**src/rtl/irq_req_pkg.sv**
```systemverilog
package irq_req_pkg;
  localparam int unsigned NUM_SRC  = 6;
  localparam int unsigned NUM_FLAG = 7;
  localparam int unsigned F_EX0  = 0;
  localparam int unsigned F_TF0  = 1;
  localparam int unsigned F_EX1  = 2;
  localparam int unsigned F_TF1  = 3;
  localparam int unsigned F_SER  = 4;
  localparam int unsigned F_TF2  = 5;
  localparam int unsigned F_EXF2 = 6;
  localparam int unsigned EN_UNUSED = 6;
  localparam int unsigned EN_GLOBAL = 7;
  typedef logic [2:0] src_idx_t;
endpackage

```
**src/rtl/irq_mc_timer.sv**
```systemverilog
module irq_mc_timer #(
  parameter int unsigned STATES     = 6,
  parameter int unsigned PHASES     = 2,
  parameter int unsigned T01_STATE  = 5,
  parameter int unsigned T2_STATE   = 2,
  parameter int unsigned POLL_STATE = 5,
  parameter int unsigned STB_PHASE  = 2
) (
  input  logic                         clk,
  input  logic                         rst_n,
  output logic [$clog2(STATES+1)-1:0]  state_no,
  output logic [$clog2(PHASES)-1:0]    phase_no,
  output logic                         stb_t01,
  output logic                         stb_t2,
  output logic                         stb_poll
);
  localparam int unsigned SW = $clog2(STATES+1);
  localparam int unsigned PW = $clog2(PHASES);
  localparam logic [SW-1:0] ST_LAST = SW'(STATES-1);
  localparam logic [PW-1:0] PH_LAST = PW'(PHASES-1);
  localparam logic [PW-1:0] PH_STB  = PW'(STB_PHASE-1);

  logic [SW-1:0] st_q, st_d;
  logic [PW-1:0] ph_q, ph_d;

  always_comb begin
    st_d = st_q;
    ph_d = ph_q;
    if (ph_q == PH_LAST) begin
      ph_d = '0;
      st_d = (st_q == ST_LAST) ? '0 : st_q + SW'(1);
    end else begin
      ph_d = ph_q + PW'(1);
    end
  end

  always_ff @(posedge clk or negedge rst_n) begin
    if (!rst_n) begin
      st_q <= '0;
      ph_q <= '0;
    end else begin
      st_q <= st_d;
      ph_q <= ph_d;
    end
  end

  assign state_no = st_q + SW'(1);
  assign phase_no = ph_q;
  assign stb_t01  = (st_q == SW'(T01_STATE-1))  && (ph_q == PH_STB);
  assign stb_t2   = (st_q == SW'(T2_STATE-1))   && (ph_q == PH_STB);
  assign stb_poll = (st_q == SW'(POLL_STATE-1)) && (ph_q == PH_STB);

  // state index stays inside the cycle
  a_r1_state_range: assert property (@(posedge clk) disable iff (!rst_n)
    st_q <= ST_LAST);
  // state only moves when the phase wraps
  a_r1_state_hold: assert property (@(posedge clk) disable iff (!rst_n)
    (ph_q != PH_LAST) |=> $stable(st_q));
endmodule

```
**src/rtl/irq_flag_bank.sv**
```systemverilog
module irq_flag_bank
  import irq_req_pkg::*;
(
  input  logic                clk,
  input  logic                rst_n,
  input  logic                stb_t01,
  input  logic                stb_t2,
  input  logic                stb_poll,
  input  logic [1:0]          ext_pin,
  input  logic [1:0]          ext_edge,
  input  logic [2:0]          tmr_ovf,
  input  logic                t2_evt,
  input  logic                ser_evt,
  input  logic [NUM_FLAG-1:0] sw_clr,
  input  logic [NUM_FLAG-1:0] ack_clr,
  output logic [NUM_FLAG-1:0] flags,
  output logic [NUM_SRC-1:0]  src_req
);
  localparam int unsigned NPEND = 4;

  logic [NPEND-1:0]    ev, stb, pend_q, pend_d;
  logic [NUM_FLAG-1:0] flag_q, flag_d, set, clr;
  logic [1:0]          prev_q, prev_d;

  function automatic int unsigned pend_flag(input int unsigned i);
    case (i)
      0:       return F_TF0;
      1:       return F_TF1;
      2:       return F_TF2;
      default: return F_EXF2;
    endcase
  endfunction

  assign ev  = {t2_evt, tmr_ovf};
  assign stb = {stb_t2, stb_t2, stb_t01, stb_t01};
  assign clr = sw_clr | ack_clr;

  always_comb begin
    pend_d = pend_q;
    set    = '0;
    for (int unsigned i = 0; i < NPEND; i++) begin
      if (stb[i]) begin
        set[pend_flag(i)] = pend_q[i] | ev[i];
        pend_d[i]         = 1'b0;
      end else begin
        pend_d[i] = pend_q[i] | ev[i];
      end
    end
    set[F_SER] = ser_evt;
    set[F_EX0] = stb_poll & ext_pin[0] & ~prev_q[0];
    set[F_EX1] = stb_poll & ext_pin[1] & ~prev_q[1];
    flag_d = set | (flag_q & ~clr);
    if (!ext_edge[0]) flag_d[F_EX0] = stb_poll ? ext_pin[0] : flag_q[F_EX0];
    if (!ext_edge[1]) flag_d[F_EX1] = stb_poll ? ext_pin[1] : flag_q[F_EX1];
    prev_d = stb_poll ? ext_pin : prev_q;
  end

  always_ff @(posedge clk or negedge rst_n) begin
    if (!rst_n) begin
      pend_q <= '0;
      flag_q <= '0;
      prev_q <= '0;
    end else begin
      pend_q <= pend_d;
      flag_q <= flag_d;
      prev_q <= prev_d;
    end
  end

  assign flags   = flag_q;
  assign src_req = {flag_q[F_TF2] | flag_q[F_EXF2], flag_q[F_SER:F_EX0]};

  // timer-0 flag only rises at its late-cycle strobe
  a_r6_tf0_at_strobe: assert property (@(posedge clk) disable iff (!rst_n)
    $rose(flag_q[F_TF0]) |-> $past(stb_t01));
  // timer-2 overflow flag only rises at its early-cycle strobe
  a_r7_tf2_at_strobe: assert property (@(posedge clk) disable iff (!rst_n)
    $rose(flag_q[F_TF2]) |-> $past(stb_t2));
  // hardware never drops the timer-2 overflow flag
  a_r9_tf2_kept: assert property (@(posedge clk) disable iff (!rst_n)
    (flag_q[F_TF2] && !sw_clr[F_TF2]) |=> flag_q[F_TF2]);
  // hardware never drops the serial flag
  a_r9_ser_kept: assert property (@(posedge clk) disable iff (!rst_n)
    (flag_q[F_SER] && !sw_clr[F_SER]) |=> flag_q[F_SER]);
endmodule

```
**src/rtl/irq_pick.sv**
```systemverilog
module irq_pick
  import irq_req_pkg::*;
(
  input  logic [NUM_SRC-1:0] req,
  output logic               any,
  output src_idx_t           idx
);
  always_comb begin
    any = 1'b0;
    idx = '0;
    for (int i = NUM_SRC - 1; i >= 0; i--) begin
      if (req[i]) begin
        any = 1'b1;
        idx = src_idx_t'(i);
      end
    end
  end

  // the chosen source is live and no lower index is live
  always_comb begin
    if (any) begin
      a_r11_winner_live: assert (req[idx]);
      for (int i = 0; i < NUM_SRC; i++) begin
        if (i < int'(idx)) a_r11_no_lower: assert (!req[i]);
      end
    end
  end
endmodule

```
**src/rtl/irq_request_unit.sv**
```systemverilog
module irq_request_unit
  import irq_req_pkg::*;
#(
  parameter int unsigned STATES     = 6,
  parameter int unsigned PHASES     = 2,
  parameter int unsigned T01_STATE  = 5,
  parameter int unsigned T2_STATE   = 2,
  parameter int unsigned POLL_STATE = 5,
  parameter int unsigned STB_PHASE  = 2
) (
  input  logic                        clk,
  input  logic                        rst_n,
  input  logic                        en_we,
  input  logic [7:0]                  en_wdata,
  output logic [7:0]                  en_rdata,
  input  logic [1:0]                  ext_pin,
  input  logic [1:0]                  ext_edge,
  input  logic [2:0]                  tmr_ovf,
  input  logic                        t2_ext_evt,
  input  logic                        ser_evt,
  input  logic [NUM_FLAG-1:0]         sw_clr,
  input  logic                        ack,
  output logic                        irq_valid,
  output logic [2:0]                  irq_src,
  output logic [NUM_FLAG-1:0]         irq_flags,
  output logic [$clog2(STATES+1)-1:0] mc_state,
  output logic [$clog2(PHASES)-1:0]   mc_phase
);
  localparam logic [7:0] EN_WMASK = ~(8'd1 << EN_UNUSED);

  logic                stb_t01, stb_t2, stb_poll;
  logic [7:0]          en_q, en_d;
  logic [NUM_FLAG-1:0] ack_clr;
  logic [NUM_SRC-1:0]  src_req, src_live;
  logic                pick_any, ack_hit;
  src_idx_t            pick_idx;
  logic                valid_q, valid_d;
  src_idx_t            src_q, src_d;

  irq_mc_timer #(
    .STATES(STATES), .PHASES(PHASES), .T01_STATE(T01_STATE),
    .T2_STATE(T2_STATE), .POLL_STATE(POLL_STATE), .STB_PHASE(STB_PHASE)
  ) i_cycle (
    .clk(clk), .rst_n(rst_n), .state_no(mc_state), .phase_no(mc_phase),
    .stb_t01(stb_t01), .stb_t2(stb_t2), .stb_poll(stb_poll)
  );

  irq_flag_bank i_flags (
    .clk(clk), .rst_n(rst_n), .stb_t01(stb_t01), .stb_t2(stb_t2),
    .stb_poll(stb_poll), .ext_pin(ext_pin), .ext_edge(ext_edge),
    .tmr_ovf(tmr_ovf), .t2_evt(t2_ext_evt), .ser_evt(ser_evt),
    .sw_clr(sw_clr), .ack_clr(ack_clr), .flags(irq_flags), .src_req(src_req)
  );

  assign src_live = src_req & en_q[NUM_SRC-1:0] & {NUM_SRC{en_q[EN_GLOBAL]}};

  irq_pick i_pick (.req(src_live), .any(pick_any), .idx(pick_idx));

  always_comb begin
    ack_hit = ack & valid_q;
    ack_clr = '0;
    if (ack_hit) begin
      case (src_q)
        3'd0:    ack_clr[F_EX0] = ext_edge[0];
        3'd1:    ack_clr[F_TF0] = 1'b1;
        3'd2:    ack_clr[F_EX1] = ext_edge[1];
        3'd3:    ack_clr[F_TF1] = 1'b1;
        default: ack_clr = '0;
      endcase
    end
  end

  always_comb begin
    valid_d = valid_q;
    src_d   = src_q;
    if (ack_hit) begin
      valid_d = 1'b0;
    end else if (stb_poll) begin
      valid_d = pick_any;
      src_d   = pick_idx;
    end
    en_d = en_we ? (en_wdata & EN_WMASK) : en_q;
  end

  always_ff @(posedge clk or negedge rst_n) begin
    if (!rst_n) begin
      valid_q <= 1'b0;
      src_q   <= '0;
      en_q    <= '0;
    end else begin
      valid_q <= valid_d;
      src_q   <= src_d;
      en_q    <= en_d;
    end
  end

  assign irq_valid = valid_q;
  assign irq_src   = src_q;
  assign en_rdata  = en_q;

  // unimplemented enable bit never holds a 1
  a_r3_unused_zero: assert property (@(posedge clk) disable iff (!rst_n)
    en_rdata[EN_UNUSED] == 1'b0);
  // a request only rises when the global enable was set
  a_r4_global_gate: assert property (@(posedge clk) disable iff (!rst_n)
    $rose(irq_valid) |-> $past(en_q[EN_GLOBAL]));
  // an accepted acknowledge drops the request
  a_r10_ack_drop: assert property (@(posedge clk) disable iff (!rst_n)
    (ack && irq_valid) |=> !irq_valid);
  // request output holds between poll edges
  a_r14_hold: assert property (@(posedge clk) disable iff (!rst_n)
    (!stb_poll && !ack) |=> ($stable(irq_valid) && $stable(irq_src)));
endmodule

```
**config.mk**
```make
export PLATFORM = sky130hd
export DESIGN_NAME = irq_request_unit
export DESIGN_NICKNAME = d
export VERILOG_FILES = /design/src/rtl/irq_req_pkg.sv /design/src/rtl/irq_mc_timer.sv /design/src/rtl/irq_flag_bank.sv /design/src/rtl/irq_pick.sv /design/src/rtl/irq_request_unit.sv
export SDC_FILE = /design/constraint.sdc
export NUM_CORES = 1
export LEC_CHECK = 0
export ABC_AREA = 1
export BUFFER_PORTS_ARGS = -buffer_cell sky130_fd_sc_hd__buf_2
export CORE_UTILIZATION = 50
export CTS_CLUSTER_DIAMETER = 80
export DETAILED_ROUTE_END_ITERATION = 16
export HOLD_SLACK_MARGIN = 0.12
export PLACE_DENSITY = 0.8
export SLEW_MARGIN = 10
export SYNTH_ARGS = -nofsm -noshare
export SYNTH_HDL_FRONTEND = slang
export SYNTH_HIERARCHICAL = 1
export SYNTH_SLANG_ARGS = --single-unit
```
**constraint.sdc**
```tcl
create_clock -name clk -period 5.2 [get_ports clk]
set_clock_uncertainty 0.2 [all_clocks]
set_input_delay 0.78 -clock clk [delete_from_list [all_inputs] [get_ports clk]]
set_output_delay 0.78 -clock clk [all_outputs]
set_load 0.005 [all_outputs]
```
**Yosys cells after proc, flatten, opt, wreduce, memory -nomap -nowiden**

Index checks and enable logic that the tools add are counted.

- Register bits after elaboration: 28
- Bits in latches: 0
- RAM bits: 0
- Bits in read-only memories: 0
- Output and inout port bits: 23
- Logic and storage cells: 105
- Memories kept: 0

- Add/sub/neg operators: 2
- $mul: 0
- Div/mod/pow operators: 0
- Order comparisons: 8
- Equal/unequal tests: 6
- Shift operators: 0
- Multiplexer cells: 48
- Bitwise operators: 20
- Reductions and logical operators: 11

Operators by type and width:

| operator | count |
|---|---|
| greater-or-equal comparator 32 x 1 -> 1 bit (second input constant) | 4 |
| less-than comparator 32 x 4 -> 1 bit (second input constant) | 4 |
| 2-to-1 mux 32 bit | 4 |
| 2-to-1 mux 7 bit | 4 |
| 2-to-1 mux 1 bit | 25 |
| bitwise mux 7 bit | 3 |
| 2-to-1 mux 3 bit | 7 |
| AND 7 bit | 2 |
| AND 6 bit | 2 |
| demux 1 bit (select 3 bit) | 4 |
| inverter 7 bit | 1 |
| OR 7 x 4 -> 7 bit | 1 |
| OR 7 bit | 1 |
| == test 3 x 1 -> 1 bit (second input constant) | 2 |
| == test 3 x 2 -> 1 bit (second input constant) | 2 |
| == test 3 bit (second input constant) | 2 |
| logical AND 1 bit | 6 |
| nonzero test 2 bit | 3 |
| AND 1 bit | 5 |
| OR 1 bit | 5 |
| 2-to-1 mux 4 bit | 1 |
| adder 3 x 1 -> 3 bit (second input constant) | 1 |
| logical NOT 3 bit | 1 |
| inverter 1 bit | 3 |
| other kinds (2) | 2 |

**Logic depth before layout (Yosys ltp)**

- Depth after elaboration: 17
- Gate-level depth with buffers: 10
- Gate-level depth less buffers: 10

**Hierarchy**

Netlist, hierarchy kept.

Modules (own cells, without submodules):

| module | times used | cells each | area each (sq um) | seq. area each (sq um) |
|---|---|---|---|---|
| irq_flag_bank | 1 | 68 | 579.3 | 325.3 |
| irq_request_unit | 1 | 74 | 555.5 | 275.3 |
| irq_mc_timer | 1 | 34 | 262.8 | 100.1 |
| irq_pick | 1 | 15 | 72.6 | 0.0 |

**Worst setup path before layout**

Ideal clock, no wire load.

- Path type: register to output
- Start: register i_cycle.st_q[0]
- End: output mc_state[1]
- Data arrival time: 0.787 ns
- Path slack: 3.433 ns
- Cell stages (with the launch flop): 3
- Buffers on the path: 0
- Path through: dfrtp_1 > inv_1 > ha_1

- Cells in the longest elaborated chain, start to end: 1

Ends and longest elaborated chain:

| element | line | RTL |
|---|---|---|
| start, declared | irq_mc_timer.sv:23 | `logic [SW-1:0] st_q, st_d;` |
| start signal, assigned | irq_mc_timer.sv:42 | `st_q <= st_d;` |
| adder 3 x 1 -> 3 bit | irq_mc_timer.sv:47 | `assign state_no = st_q + SW'(1);` |
| end, declared | irq_request_unit.sv:26 | `output logic [$clog2(STATES+1)-1:0] mc_state,` |

Every way passes these cells.

**Worst setup path in the final report**

- Start: register i_cycle.st_q[0]
- End: output mc_state[2]

Same word-level chain as after synthesis.

==> impl_metrics.toml <==
[timing]
fin_crit_sh_pct = 44.1
rsz0062_at_grt = "no"
final-max-slew-violation-count = 0
setup_violations = 0
relSlewSlack_pct = 42.4
period_needed_ps = 2290
clock.fmax_mhz = 436
finalHoldViolCount = 0
worst_pin_slew_ps = 861
setup_tns_ps = 0
fin_ws_ps = 2910

[worst_setup_path]
critPathBufInv = 2
path_class = "register to output port"
crit_path_max_incr_delay_ps = 460
crit_path_frequent_cell = "nand2_1"
worst_path_max_delay_cell = "dfrtp_1"
crit_chain = "ha_1, inv_1, nand2_1, nand2_1, buf_2"
required_ps = 4220
path_max_fanout = 5
critical_path.top_delay_family = "flip-flops"
endpoint_kind = "output port"
start_kind = "register"
critPathArrivalTime_ps = 1310

[clock_network]
cts_hold_buf = 0
root_buffer = "clkbuf_4"
cts_setup_buffers = 0
clk_path_buf_depth = 2
clk_transition_reported_paths_ps = 150
cts.sinks = 28
tritoncts = "built"
cts_resized = 0
clk_latency_ps = 310
cts_max_level = 1
cts_buffers = 3

[yosys]
synthAdderAreaFrac_pct = 4.26
ys_seq_elements = 28
synth_top_family_by_area = "simple AND/OR/NAND/NOR gates"
yosysSeqAreaShare_pct = 47.7
syn-cell-area_um2 = 1470
synth.area.mux_share_pct = 0
synth_simple_gate_area_share_pct = 26.5
synth_compound_area_share_pct = 9.11
netlist_instances = 191
avgSynthCellArea_um2 = 7.70
synthXorXnorAreaFrac_pct = 0
ys_warn_count = 6
ys_types = 20

[floorplanning]
initial_core_util_pct = 52.9
die_w_um = 56.2
num_rows = 19
die_area_um2 = 3160
die_h_um = 56.2
coreArea_um2 = 2780
io_pins = 51

[layout]
fillers = 272
layout_commonest_cell = "nand2_1"
fin_cells = 269
design_area_um2 = 1730
layout_common_cells = "nand2_1 (54), buf_2 (48), inv_1 (31)"
post-route-util_pct = 62.3
seq_area_um2 = 701
drive_gt1_share_pct = 25.2
diodes = 0
nets = 272
area_delta_synth_final_pct = 17.9
multi_input_area_um2 = 601

[min_path]
min_path_type = "input pin to async pin"

[route]
vias = 1258
drtPass1Iterations = 6
drt_iter0_drc = 38
avgViaCountPerCell = 4.68
drcViolationCount = 0
wire_per_inst_um = 9.54
drt.antenna.violating_nets = 0
routed_wl_um = 2570

[global_routing]
grt_pass1_wl_um = 4540
grt_pass1_vias = 1102
grt_max_degree = 29
gr-total-overflow = 0
grt.total_usage_pct = 17.9
antenna_found_initial = 0

[pwr]
irDropWorstVdd_uv = 170
power.static_leakage_uw = 0.000976
power_density_nw_per_um2 = 218

[placed_design]
dpl_worst_slack_ps = 3070
place_area_um2 = 1700
port_buffers = 48
dp_cells = 265
routabilityCongestion = 0.791
hpwl_um = 2100

[status]
status = "finished clean"

[run]
maxCapViolations = 0
worst paths after layout:
path / startpoint / end / slack, ps / depth (start not counted)
max: i_cycle/st_q[0] / mc_state[2] / 2910 / 5
min: rst_n / irq_src[1] / 240 / 1
max reg2reg: i_cycle/st_q[0] / i_flags/flags[0] / 3070 / 9
min reg2reg: i_flags/pend_q[0] / i_flags/pend_q[0] / 300 / 2
max in group asynchronous: rst_n / i_flags/flags[3] / 4170 / 1
min in group clk: i_flags/pend_q[0] / i_flags/pend_q[0] / 300 / 2
worst register-to-register path: stages (launching register included):
cell,delay (ps)
dfrtp_1,460
inv_1,140
ha_1,160
nand2_1,50
nor2_1,660
inv_1,130
nand2_1,100
nand2_1,50
nand2_1,50
nand2_1,40
cell type report:
type / instances / area share (%)
clock buffers: 4 / 2.09
inverters: 31 / 6.71
multi-input cells: 127 / 34.7
flip-flops and latches: 28 / 40.4
well taps: 31 / 2.24
repair buffers: 48 / 13.9
per-layer routing:
metal  GRT usage [%]  vias up  routed length, um
met5               0        -                  0
met4            3.14        0                 19
met3            2.33        2                111
met2            31.5       27               1250
met1            24.0      560               1180
li1                -      669                  -
cells in the mapped netlist:
cell type / n / area (um^2)
nor3_1: 1 / 5.00
nand2_2: 2 / 12.5
a21o_1: 1 / 7.51
o21ai_0: 12 / 60.1
nand4_1: 1 / 6.26
o21ai_2: 3 / 26.3
conb_1: 1 / 3.75
o21bai_1: 2 / 15.0
nor2_1: 28 / 105
o31ai_1: 2 / 15.0
nand2_1: 54 / 203
nand3_1: 7 / 35.0
buf_4: 7 / 52.6
ha_1: 5 / 62.6
nor2_2: 2 / 12.5
inv_1: 31 / 116
nand3_2: 1 / 10.0
buf_6: 1 / 11.3
dfrtp_1: 28 / 701
a21oi_1: 2 / 10.0
cell families after synthesis:
group / after synthesis
AND/OR/NAND/NOR: 96
adder cells (fa/ha/maj): 5
AO/OA/AOI/OAI: 22
buffers and inverters: 39
flip-flops: 28
other: 1
report_power, final:
part / internal [uW] / switching (uW) / leakage [uW]
Clock: 42.7 / 58.6 / 0.0000210
Sequential: 227 / 6.02 / 0.000345
Combinational: 19.4 / 24.2 / 0.000610
stage by stage:
stage / power, uW / hold WS (ps)
after floorplan: 259 / 255
after global placement: 281 / 269
after detailed placement: 281 / 277
after CTS: 383 / 265
after global routing: 400 / 286
final: 377 / 241
state kept, by name, summed over array words and instances (netlist names):
register          cells
i_cycle/st_q          3
i_flags/prev_q        2
i_flags/pend_q        4
irq_valid             1
i_flags/flags         7
en_rdata              7
i_cycle/phase_no      1
irq_src               3
No activity file was read; power rests on OpenSTA's default activity.
